<file path="config.mk">
export PLATFORM = sky130hd
export DESIGN_NAME = miss_target_list
export DESIGN_NICKNAME = d
export VERILOG_FILES = /design/src/rtl/mtl_pkg.sv /design/src/rtl/mtl_entry_store.sv /design/src/rtl/mtl_flag_unit.sv /design/src/rtl/miss_target_list.sv
export SDC_FILE = /design/constraint.sdc
export NUM_CORES = 1
export LEC_CHECK = 0
export BUFFER_PORTS_ARGS = -buffer_cell sky130_fd_sc_hd__buf_2
export CORE_ASPECT_RATIO = 0.9
export CORE_MARGIN = 2
export CORE_UTILIZATION = 39
export CTS_BUF_LIST = sky130_fd_sc_hd__clkbuf_16
export DETAILED_ROUTE_END_ITERATION = 16
export GPL_TIMING_DRIVEN = 0
export PLACE_DENSITY = 0.6
export SLEW_MARGIN = 20
export SYNTH_ARGS = -nofsm -noshare
export SYNTH_HDL_FRONTEND = slang
export SYNTH_SLANG_ARGS = --single-unit
</file>
<file path="constraint.sdc">
create_clock -name clk -period 4.55 [get_ports clk]
set_input_delay 0.91 -clock clk [delete_from_list [all_inputs] [get_ports clk]]
set_output_delay 0.91 -clock clk [all_outputs]
set_load 0.02 [all_outputs]
</file>
<file path="src/rtl/mtl_pkg.sv">
package mtl_pkg;

  localparam int CMD_W = 4;
  localparam int SRC_W = 2;

  localparam logic [CMD_W-1:0] CMD_RD_SHARED   = 4'd0;
  localparam logic [CMD_W-1:0] CMD_RD_EXCL     = 4'd1;
  localparam logic [CMD_W-1:0] CMD_UPGRADE     = 4'd2;
  localparam logic [CMD_W-1:0] CMD_SC_UPGRADE  = 4'd3;
  localparam logic [CMD_W-1:0] CMD_STORE_COND  = 4'd4;
  localparam logic [CMD_W-1:0] CMD_SC_UPG_FAIL = 4'd5;
  localparam logic [CMD_W-1:0] CMD_SC_FAIL     = 4'd6;

  localparam logic [SRC_W-1:0] SRC_CPU      = 2'd0;
  localparam logic [SRC_W-1:0] SRC_SNOOP    = 2'd1;
  localparam logic [SRC_W-1:0] SRC_PREFETCH = 2'd2;

  // Commands that ask for a writable copy of the line
  function automatic logic cmd_needs_writable(input logic [CMD_W-1:0] c);
    return (c >= CMD_RD_EXCL) && (c <= CMD_SC_FAIL);
  endfunction

  // Upgrade-style commands, store-conditional included
  function automatic logic cmd_is_upgrade(input logic [CMD_W-1:0] c);
    return (c == CMD_UPGRADE) || (c == CMD_SC_UPGRADE) || (c == CMD_STORE_COND);
  endfunction

  // Fallback command once the line held for the upgrade is gone
  function automatic logic [CMD_W-1:0] cmd_fallback(input logic [CMD_W-1:0] c);
    case (c)
      CMD_UPGRADE:    return CMD_RD_EXCL;
      CMD_SC_UPGRADE: return CMD_SC_UPG_FAIL;
      CMD_STORE_COND: return CMD_SC_FAIL;
      default:        return c;
    endcase
  endfunction

  // Snoop targets never contribute to the summary flags
  function automatic logic src_counts(input logic [SRC_W-1:0] s);
    return s != SRC_SNOOP;
  endfunction

endpackage

</file>
<file path="src/rtl/mtl_entry_store.sv">
module mtl_entry_store
  import mtl_pkg::*;
#(
  parameter int DEPTH   = 4,
  parameter int ORDER_W = 8,
  parameter int TIME_W  = 16,
  localparam int CNT_W  = $clog2(DEPTH + 1)
) (
  input  logic                           clk,
  input  logic                           rst_n,
  input  logic                           push_fire,
  input  logic [CMD_W-1:0]               push_cmd,
  input  logic [SRC_W-1:0]               push_src,
  input  logic [ORDER_W-1:0]             push_order,
  input  logic [TIME_W-1:0]              push_ready_time,
  input  logic                           push_mark,
  input  logic                           pop_fire,
  input  logic                           rewrite_fire,
  output logic [CNT_W-1:0]               cnt_q,
  output logic [CMD_W-1:0]               head_cmd,
  output logic [SRC_W-1:0]               head_src,
  output logic [ORDER_W-1:0]             head_order,
  output logic [TIME_W-1:0]              head_ready_time,
  output logic                           head_mark,
  output logic [DEPTH-1:0][CMD_W-1:0]    nxt_cmd,
  output logic [DEPTH-1:0][SRC_W-1:0]    nxt_src,
  output logic [DEPTH-1:0]               nxt_valid
);

  logic [CNT_W-1:0] cnt_n;
  logic [CNT_W-1:0] wr_idx;

  logic [DEPTH-1:0][CMD_W-1:0]   cur_cmd;
  logic [DEPTH-1:0][CMD_W-1:0]   rw_cmd;
  logic [DEPTH-1:0][SRC_W-1:0]   cur_src;
  logic [DEPTH-1:0][ORDER_W-1:0] cur_ord;
  logic [DEPTH-1:0][TIME_W-1:0]  cur_time;
  logic [DEPTH-1:0]              cur_mark;

  // The write slot sits just past the last entry kept after any pop
  assign wr_idx = cnt_q - CNT_W'(pop_fire);
  assign cnt_n  = cnt_q - CNT_W'(pop_fire) + CNT_W'(push_fire);

  always_ff @(posedge clk) begin
    if (!rst_n) cnt_q <= '0;
    else        cnt_q <= cnt_n;
  end

  for (genvar g = 0; g < DEPTH; g++) begin : g_ent
    localparam int NB = (g < DEPTH - 1) ? g + 1 : g;

    logic [CMD_W-1:0]   cmd_q,  cmd_n;
    logic [SRC_W-1:0]   src_q,  src_n;
    logic [ORDER_W-1:0] ord_q,  ord_n;
    logic [TIME_W-1:0]  time_q, time_n;
    logic               mark_q, mark_n;
    logic               take_push;

    assign cur_cmd[g]  = cmd_q;
    assign cur_src[g]  = src_q;
    assign cur_ord[g]  = ord_q;
    assign cur_time[g] = time_q;
    assign cur_mark[g] = mark_q;

    // Every slot rewrites its own command in parallel
    assign rw_cmd[g]  = rewrite_fire ? cmd_fallback(cur_cmd[g]) : cur_cmd[g];
    assign take_push  = push_fire && (wr_idx == CNT_W'(g));

    always_comb begin
      cmd_n  = rw_cmd[g];
      src_n  = cur_src[g];
      ord_n  = cur_ord[g];
      time_n = cur_time[g];
      mark_n = cur_mark[g];
      if (pop_fire) begin
        cmd_n  = rw_cmd[NB];
        src_n  = cur_src[NB];
        ord_n  = cur_ord[NB];
        time_n = cur_time[NB];
        mark_n = cur_mark[NB];
      end
      if (take_push) begin
        cmd_n  = push_cmd;
        src_n  = push_src;
        ord_n  = push_order;
        time_n = push_ready_time;
        mark_n = push_mark;
      end
    end

    always_ff @(posedge clk) begin
      if (!rst_n) begin
        cmd_q  <= '0;
        src_q  <= '0;
        ord_q  <= '0;
        time_q <= '0;
        mark_q <= 1'b0;
      end else begin
        cmd_q  <= cmd_n;
        src_q  <= src_n;
        ord_q  <= ord_n;
        time_q <= time_n;
        mark_q <= mark_n;
      end
    end

    assign nxt_cmd[g]   = cmd_n;
    assign nxt_src[g]   = src_n;
    assign nxt_valid[g] = (CNT_W'(g) < cnt_n);
  end

  assign head_cmd        = cur_cmd[0];
  assign head_src        = cur_src[0];
  assign head_order      = cur_ord[0];
  assign head_ready_time = cur_time[0];
  assign head_mark       = cur_mark[0];

endmodule

</file>
<file path="src/rtl/mtl_flag_unit.sv">
module mtl_flag_unit
  import mtl_pkg::*;
#(
  parameter int DEPTH = 4
) (
  input  logic                        clk,
  input  logic                        rst_n,
  input  logic                        flags_reset,
  input  logic                        flags_recompute,
  input  logic                        rewrite_fire,
  input  logic                        push_fire,
  input  logic [CMD_W-1:0]            push_cmd,
  input  logic [SRC_W-1:0]            push_src,
  input  logic [DEPTH-1:0][CMD_W-1:0] nxt_cmd,
  input  logic [DEPTH-1:0][SRC_W-1:0] nxt_src,
  input  logic [DEPTH-1:0]            nxt_valid,
  output logic                        needs_writable_q,
  output logic                        has_upgrade_q
);

  logic sum_nw, sum_hu;
  logic push_counts;
  logic nw_n, hu_n;

  // Summary over the contents the list will hold after this edge
  always_comb begin
    sum_nw = 1'b0;
    sum_hu = 1'b0;
    for (int i = 0; i < DEPTH; i++) begin
      if (nxt_valid[i] && src_counts(nxt_src[i])) begin
        sum_nw = sum_nw | cmd_needs_writable(nxt_cmd[i]);
        sum_hu = sum_hu | cmd_is_upgrade(nxt_cmd[i]);
      end
    end
  end

  assign push_counts = push_fire && src_counts(push_src);

  always_comb begin
    if (flags_reset) begin
      nw_n = 1'b0;
      hu_n = 1'b0;
    end else if (flags_recompute) begin
      nw_n = sum_nw;
      hu_n = sum_hu;
    end else begin
      nw_n = needs_writable_q | (push_counts && cmd_needs_writable(push_cmd));
      hu_n = (has_upgrade_q && !rewrite_fire) | (push_counts && cmd_is_upgrade(push_cmd));
    end
  end

  always_ff @(posedge clk) begin
    if (!rst_n) begin
      needs_writable_q <= 1'b0;
      has_upgrade_q    <= 1'b0;
    end else begin
      needs_writable_q <= nw_n;
      has_upgrade_q    <= hu_n;
    end
  end

endmodule

</file>
<file path="src/rtl/miss_target_list.sv">
module miss_target_list
  import mtl_pkg::*;
#(
  parameter int DEPTH   = 4,
  parameter int ORDER_W = 8,
  parameter int TIME_W  = 16,
  localparam int CNT_W  = $clog2(DEPTH + 1)
) (
  input  logic               clk,
  input  logic               rst_n,
  input  logic               push_valid,
  input  logic [3:0]         push_cmd,
  input  logic [1:0]         push_src,
  input  logic [ORDER_W-1:0] push_order,
  input  logic [TIME_W-1:0]  push_ready_time,
  input  logic               push_mark,
  input  logic               pop,
  input  logic               rewrite,
  input  logic               flags_reset,
  input  logic               flags_recompute,
  output logic [CNT_W-1:0]   count,
  output logic               empty,
  output logic               full,
  output logic [3:0]         head_cmd,
  output logic [1:0]         head_src,
  output logic [ORDER_W-1:0] head_order,
  output logic [TIME_W-1:0]  head_ready_time,
  output logic               head_mark,
  output logic               needs_writable,
  output logic               has_upgrade,
  output logic               overflow_err
);

  // Named internal events, visible to the checker
  logic push_fire, push_refused, pop_fire, rewrite_fire;
  logic [DEPTH-1:0][CMD_W-1:0] nxt_cmd;
  logic [DEPTH-1:0][SRC_W-1:0] nxt_src;
  logic [DEPTH-1:0]            nxt_valid;
  logic                        err_q;

  assign full         = (count == CNT_W'(DEPTH));
  assign empty        = (count == '0);
  assign push_fire    = push_valid && !full;
  assign push_refused = push_valid && full;
  assign pop_fire     = pop && !empty;
  assign rewrite_fire = rewrite && has_upgrade;

  mtl_entry_store #(
    .DEPTH   (DEPTH),
    .ORDER_W (ORDER_W),
    .TIME_W  (TIME_W)
  ) u_store (
    .clk             (clk),
    .rst_n           (rst_n),
    .push_fire       (push_fire),
    .push_cmd        (push_cmd),
    .push_src        (push_src),
    .push_order      (push_order),
    .push_ready_time (push_ready_time),
    .push_mark       (push_mark),
    .pop_fire        (pop_fire),
    .rewrite_fire    (rewrite_fire),
    .cnt_q           (count),
    .head_cmd        (head_cmd),
    .head_src        (head_src),
    .head_order      (head_order),
    .head_ready_time (head_ready_time),
    .head_mark       (head_mark),
    .nxt_cmd         (nxt_cmd),
    .nxt_src         (nxt_src),
    .nxt_valid       (nxt_valid)
  );

  mtl_flag_unit #(
    .DEPTH (DEPTH)
  ) u_flags (
    .clk              (clk),
    .rst_n            (rst_n),
    .flags_reset      (flags_reset),
    .flags_recompute  (flags_recompute),
    .rewrite_fire     (rewrite_fire),
    .push_fire        (push_fire),
    .push_cmd         (push_cmd),
    .push_src         (push_src),
    .nxt_cmd          (nxt_cmd),
    .nxt_src          (nxt_src),
    .nxt_valid        (nxt_valid),
    .needs_writable_q (needs_writable),
    .has_upgrade_q    (has_upgrade)
  );

  always_ff @(posedge clk) begin
    if (!rst_n) err_q <= 1'b0;
    else        err_q <= push_refused;
  end

  assign overflow_err = err_q;

endmodule

</file>
# Word-level counts from Yosys, hierarchy flattened
# Index checks and enable logic that the tools add are counted.
[totals]
word_cells = 175
inputBits = 38
output_inout_bits = 39
reg_bits = 130
[classes]
bitwise_logic = 9
n_reduce_logical = 40
n_lt_le_gt_ge = 14
n_eq_ne = 36
addsub = 2
muxes = 50
[ops]
columns = ["operator", "n"]
rows = [
  ["16-bit 2-to-1 mux", 6],
  ["4-bit by 2-bit == test with 1-bit output, second input constant", 18],
  ["8-bit 2-to-1 mux", 6],
  ["4-bit case mux with 3 select lines", 4],
  ["4-bit 2-to-1 mux", 11],
  ["4-bit by 3-bit == test with 1-bit output, second input constant", 9],
  ["1-bit logical AND", 21],
  ["4-bit by 1-bit greater-or-equal comparator with 1-bit output, second input constant", 5],
  ["4-bit by 3-bit less-or-equal comparator with 1-bit output, second input constant", 5],
  ["1-bit 2-to-1 mux", 16],
  ["2-bit 2-to-1 mux", 7],
  ["1-bit logical OR", 10],
  ["2-bit by 1-bit inequality test with 1-bit output, second input constant", 5],
  ["1-bit bitwise OR", 8],
  ["3-bit by 2-bit == test with 1-bit output, second input constant", 2],
  ["3-bit logical NOT", 2],
  ["1-bit by 3-bit less-than comparator with 1-bit output, first input constant", 2],
  ["2-bit by 3-bit less-than comparator with 1-bit output, first input constant", 2],
  ["2-bit nonzero test", 3],
  ["3-bit by 1-bit adder with 3-bit output", 1],
  ["3-bit by 1-bit == test with 1-bit output, second input constant", 1],
  ["3-bit == test, second input constant", 1],
  ["1-bit logical NOT", 3],
  ["3-bit by 1-bit subtractor with 3-bit output", 1],
  ["2 further kinds", 2],
]

# Logic depth before layout (Yosys ltp)
[depth]
word_depth = 18
ltp_mapped = 16
ltp_nobuf = 12

# Modules after synthesis
# Synthesis repeated with hierarchy kept, for this count alone.
[unflattened]
hier_cells = 684
area_unflattened_um2 = 6389.9
[by_module_without_submodules]
columns = ["mod", "area_per_inst_um2", "n_inst", "seq_area_each_um2", "cells_per_inst"]
rows = [
  ["mtl_entry_store", 5936.9, 1, 2542.4, 627],
  ["mtl_flag_unit", 384.1, 1, 40.0, 50],
  ["miss_target_list", 68.8, 1, 20.0, 7],
]

# Worst setup path after synthesis
# OpenSTA, ideal clock, no wires.
[synth_path]
kind = "input to register"
start = "input pop"
end = "register u_flags.has_upgrade_q"
path_buffers = 3
arrival_time_ps = 3632
setup_ps = 122
setup_slack_ps = 796
path_stages = 14
required_time_ps = 4428
cell_sequence = "o31ai_4 > inv_2 > buf_6 > buf_6 > clkbuf_1 > ha_1 > ha_1 > and3b_1 > o21ai_1 > nor2_1 > a21oi_1 > mux2_2 > a21o_1 > o311a_1"
[synth_via]
elab_chain_len = 16
elab_cells_between_ends = 65
cone_classes = "add/sub (2); order compare (4); eq/ne (19); mux (19); bitwise (3); reduce/logical (18)"
[synth_lines]
columns = ["element", "line", "rtl"]
rows = [
  ["from (decl)", "miss_target_list.sv:17", "input logic pop,"],
  ["1-bit logical AND *", "miss_target_list.sv:45", "assign pop_fire = pop && !empty;"],
  ["parallel branches: the longest is 13 deep, another holds 3-bit by 1-bit subtractor with 3-bit output", "n/a", ""],
  ["1-bit 2-to-1 mux *", "mtl_flag_unit.sv:30", "if (nxt_valid[i] && src_counts(nxt_src[i])) begin"],
  ["1-bit 2-to-1 mux *", "mtl_flag_unit.sv:43", "end else if (flags_recompute) begin"],
  ["to (signal assigned)", "mtl_flag_unit.sv:58", "has_upgrade_q <= hu_n;"],
  ["to (decl)", "mtl_flag_unit.sv:18", "output logic has_upgrade_q"],
]
# Every way passes the cells marked *.
# A chain may end at the register's enable or synchronous reset.

# Worst setup path after layout
[layout_path]
start = "register u_store.cnt_q[2]"
end = "register u_flags.has_upgrade_q"
[layout_via]
elab_chain_len = 18
elab_cells_between_ends = 73
cone_classes = "add/sub (2); order compare (4); eq/ne (20); mux (19); bitwise (4); reduce/logical (24)"
[layout_lines]
columns = ["element", "line", "rtl"]
rows = [
  ["from (decl)", "mtl_entry_store.sv:19", "output logic [CNT_W-1:0] cnt_q,"],
  ["from (signal assigned)", "mtl_entry_store.sv:46", "else cnt_q <= cnt_n;"],
  ["parallel branches: the longest is 17 deep, another holds 3-bit by 1-bit subtractor with 3-bit output", "n/a", ""],
  ["1-bit 2-to-1 mux *", "mtl_flag_unit.sv:43", ""],
]
# Marked as above.

==> insert_results.sql <==
INSERT INTO impl_metrics (metric_group, metric, value, unit) VALUES
('cells_and_area', 'num_antenna_cells', '0', ''),
('min_path', 'min_path_cells', '2', ''),
('min_path', 'min_from', 'u_store.g_ent[3].time_q[1]', ''),
('logic_synthesis', 'postSynth.asyncResetShare', '0', '%'),
('logic_synthesis', 'netlist.top_cell.by_area', 'sky130_fd_sc_hd__dfxtp_1', ''),
('cells_and_area', 'nNetsFinal', '917', ''),
('timing', 'setup-violations-final', '0', ''),
('detailed_routing', 'vias_per_cell', '5.49', ''),
('worst_setup_path', 'timing.critical_path.required', '4.85', 'ns'),
('timing', 'timing_hold_violations_final', '0', ''),
('cts', 'cts-resized-gates', '0', ''),
('global_routing', 'groute.usage.overall', '22.0', '%'),
('cts', 'cts_post_setup_buffers_inserted', '0', ''),
('cts', 'cts_htree_levels', '4', ''),
('timing', 'final.period_utilization', '93.5', '%'),
('floorplan', 'std_cell_rows', '44', ''),
('floorplan', 'placeableCoreArea', '16100', 'um2'),
('global_routing', 'gr-total-overflow', '0', ''),
('cells_and_area', 'final_core_utilization', '47.4', '%'),
('timing', 'headroom_to_the_max_slew_limit', '57.8', '%'),
('min_path', 'hp-class', 'flop to flop', ''),
('logic_synthesis', 'synthesis.nets', '823', ''),
('timing', 'fin_worst_skew', '0.0133', 'ns'),
('floorplan', 'initial_core_util', '39.7', '%'),
('worst_setup_path', 'worst_r2r_path_depth', '15', ''),
('global_routing', 'initial_antenna_violation_count', '0', ''),
('power_and_ir_drop', 'power.ir.vdd_worst', '0.323', 'mV'),
('floorplan', 'fp.dieW', '139', 'um'),
('logic_synthesis', 'synth_top_area_cells', 'sky130_fd_sc_hd__dfxtp_1, sky130_fd_sc_hd__nand2_1, sky130_fd_sc_hd__o211a_1', ''),
('detailed_routing', 'routedWlPerCell', '17.2', 'um'),
('cells_and_area', 'most-common-layout-cells', 'sky130_fd_sc_hd__nand2_1, sky130_fd_sc_hd__dfxtp_1, sky130_fd_sc_hd__nand3_1', ''),
('cells_and_area', 'layout.filler_cells', '1626', ''),
('global_routing', 'grt_pass1_wl', '30500', 'um'),
('worst_setup_path', 'worst_r2r_startpoint', 'u_store.cnt_q[2]', ''),
('global_routing', 'most_crowded_layer_after_global_routing', 'met1', ''),
('logic_synthesis', 'synth_area_per_cell', '8.18', 'um2'),
('cts', 'clk-insertion-delay-late', '0.42', 'ns'),
('timing', 'setup_ws', '0.294', 'ns'),
('worst_setup_path', 'cp.arrival', '4.56', 'ns'),
('logic_synthesis', 'synthesis.area', '6390', 'um2'),
('place', 'dpl_cell_area', '7020', 'um2'),
('cts', 'hold_buffers', '0', ''),
('logic_synthesis', 'area_share_of_the_largest_cell_type_after_synthesis', '40.8', '%'),
('cts', 'cts.reportedPaths.clkPinSlew', '0.06', 'ns'),
('worst_setup_path', 'timing.critical_path.from_type', 'flop', ''),
('detailed_routing', 'drtAntennaViolNets', '0', ''),
('place', 'place.port_buffers', '75', ''),
('detailed_routing', 'dr.first_iter.drc_count', '450', ''),
('outcome', 'status', 'completed', ''),
('global_routing', 'gr-usage-met1', '32.5', '%'),
('logic_synthesis', 'synth.yosys.warnings', '0', ''),
('cells_and_area', 'layout.cells.non_filler', '1095', ''),
('power_and_ir_drop', 'power.density_cell_area', '720', 'nW/um2'),
('worst_setup_path', 'path_class', 'flop to flop', ''),
('power_and_ir_drop', 'power.leakage', '3.73', 'nW'),
('timing', 'unrepaired_setup_endpoints_after_global_routing', 'false', ''),
('cts', 'ctsLongestPathBuffers', '2', ''),
('logic_synthesis', 'synth_seq_area_share', '40.8', '%'),
('floorplan', 'die_height', '125', 'um'),
('floorplan', 'io_pins', '77', ''),
('min_path', 'min_delay_worst_endpoint', 'u_store.g_ent[3].time_q[1]', ''),
('place', 'post-place-cells', '1063', ''),
('detailed_routing', 'vias', '6009', ''),
('place', 'place.detailed.hpwl', '13300', 'um'),
('logic_synthesis', 'synth_edf_count', '0', ''),
('timing', 'layout_min_cycle_time', '4.26', 'ns'),
('cells_and_area', 'area_growth_syn_to_layout', '19.2', '%'),
('global_routing', 'grt_max_degree', '17', ''),
('worst_setup_path', 'ff2ff_setup_slack', '0.29', 'ns'),
('timing', 'final_max_slew_viol_count', '0', ''),
('timing', 'worst_hold_margin', '0.462', 'ns');
[report_power, final]
group / switching (mW) / leakage [nW] / internal, mW
clock network: 0.527 / 0.275 / 0.855
logic: 1.46 / 2.40 / 0.899
registers: 0.227 / 1.06 / 1.51
[worst max-delay path, cell delays in order, from the launching register on]
cell                       delay, ns
sky130_fd_sc_hd__dfxtp_1        0.32
sky130_fd_sc_hd__buf_6          0.14
sky130_fd_sc_hd__o31ai_4        0.44
sky130_fd_sc_hd__inv_2          0.14
sky130_fd_sc_hd__buf_6          0.18
sky130_fd_sc_hd__buf_6          0.15
sky130_fd_sc_hd__clkbuf_1       0.28
sky130_fd_sc_hd__ha_1           0.29
sky130_fd_sc_hd__ha_1           0.38
sky130_fd_sc_hd__and3b_1        0.24
sky130_fd_sc_hd__o21ai_1        0.27
sky130_fd_sc_hd__nor2_1         0.07
sky130_fd_sc_hd__a21oi_1        0.33
sky130_fd_sc_hd__mux2_2         0.39
sky130_fd_sc_hd__a21o_1         0.18
sky130_fd_sc_hd__o311a_1        0.34
[final cells by class]
cell class / count / area, um2 / share of cell area (%)
sequential: 130 / 2600 / 34.2
multi-input combinational: 573 / 3450 / 45.4
buffer: 62 / 269 / 3.53
tap: 207 / 259 / 3.40
timing repair buffer: 75 / 375 / 4.93
inverter: 16 / 60.1 / 0.789
clock buffer: 17 / 425 / 5.59
clock inverter: 15 / 166 / 2.19
[state kept, by name (all words and copies together) (netlist names), 2 cells and up]
name                     count
u_store.cnt_q                3
u_store.g_ent.cmd_q         12
u_store.g_ent.mark_q         3
u_store.g_ent.ord_q         24
u_store.g_ent.src_q          6
u_store.g_ent.time_q        48
u_store.head_cmd             4
u_store.head_order           8
u_store.head_ready_time     16
u_store.head_src             2
[worst max path at each step]
stage                                start                     endpoint  slack, ns  cells after the start
final                     u_store.cnt_q[2]        u_flags.has_upgrade_q       0.29                     15
after global routing      u_store.cnt_q[2]  u_store.g_ent[3].time_q[14]       0.03                     14
after CTS                 u_store.cnt_q[2]        u_flags.has_upgrade_q       0.31                     15
after global placement                 pop        u_flags.has_upgrade_q      -0.09                     15
after floorplan                        pop        u_flags.has_upgrade_q       0.80                     14
after detailed placement               pop  u_store.g_ent[2].time_q[12]      -0.04                     15
[cells in the mapped netlist, types with 8 or more instances]
| cell type | n |
|---|---|
| sky130_fd_sc_hd__clkbuf_1 | 43 |
| sky130_fd_sc_hd__nand3_1 | 82 |
| sky130_fd_sc_hd__dfxtp_1 | 130 |
| sky130_fd_sc_hd__inv_1 | 15 |
| sky130_fd_sc_hd__nor2_1 | 12 |
| sky130_fd_sc_hd__a21boi_0 | 29 |
| sky130_fd_sc_hd__nor2b_1 | 11 |
| sky130_fd_sc_hd__a211oi_1 | 8 |
| sky130_fd_sc_hd__and2_1 | 12 |
| sky130_fd_sc_hd__buf_1 | 9 |
| sky130_fd_sc_hd__a21oi_1 | 10 |
| sky130_fd_sc_hd__nand2_1 | 231 |
| sky130_fd_sc_hd__o211a_1 | 80 |
[layer usage]
layer	part of all wire (%)	wire, um	vias up
met1	49	9270	2860
met2	43	8110	189
met5	0	0	-
met3	6.1	1160	20
li1	-	-	2940
met4	1.6	310	0
[kinds of logic after synthesis]
kind of cell    after synthesis  synth area share (%)
compound gates              179                  24.6
simple gates                376                  26.4
buf+inv                      78                  5.15
xor+xnor                      2                 0.274
flops                       130                  40.8
fa+ha+maj                     4                 0.784
mux                          12                  2.00
Power figures use the tool's default switching activity.
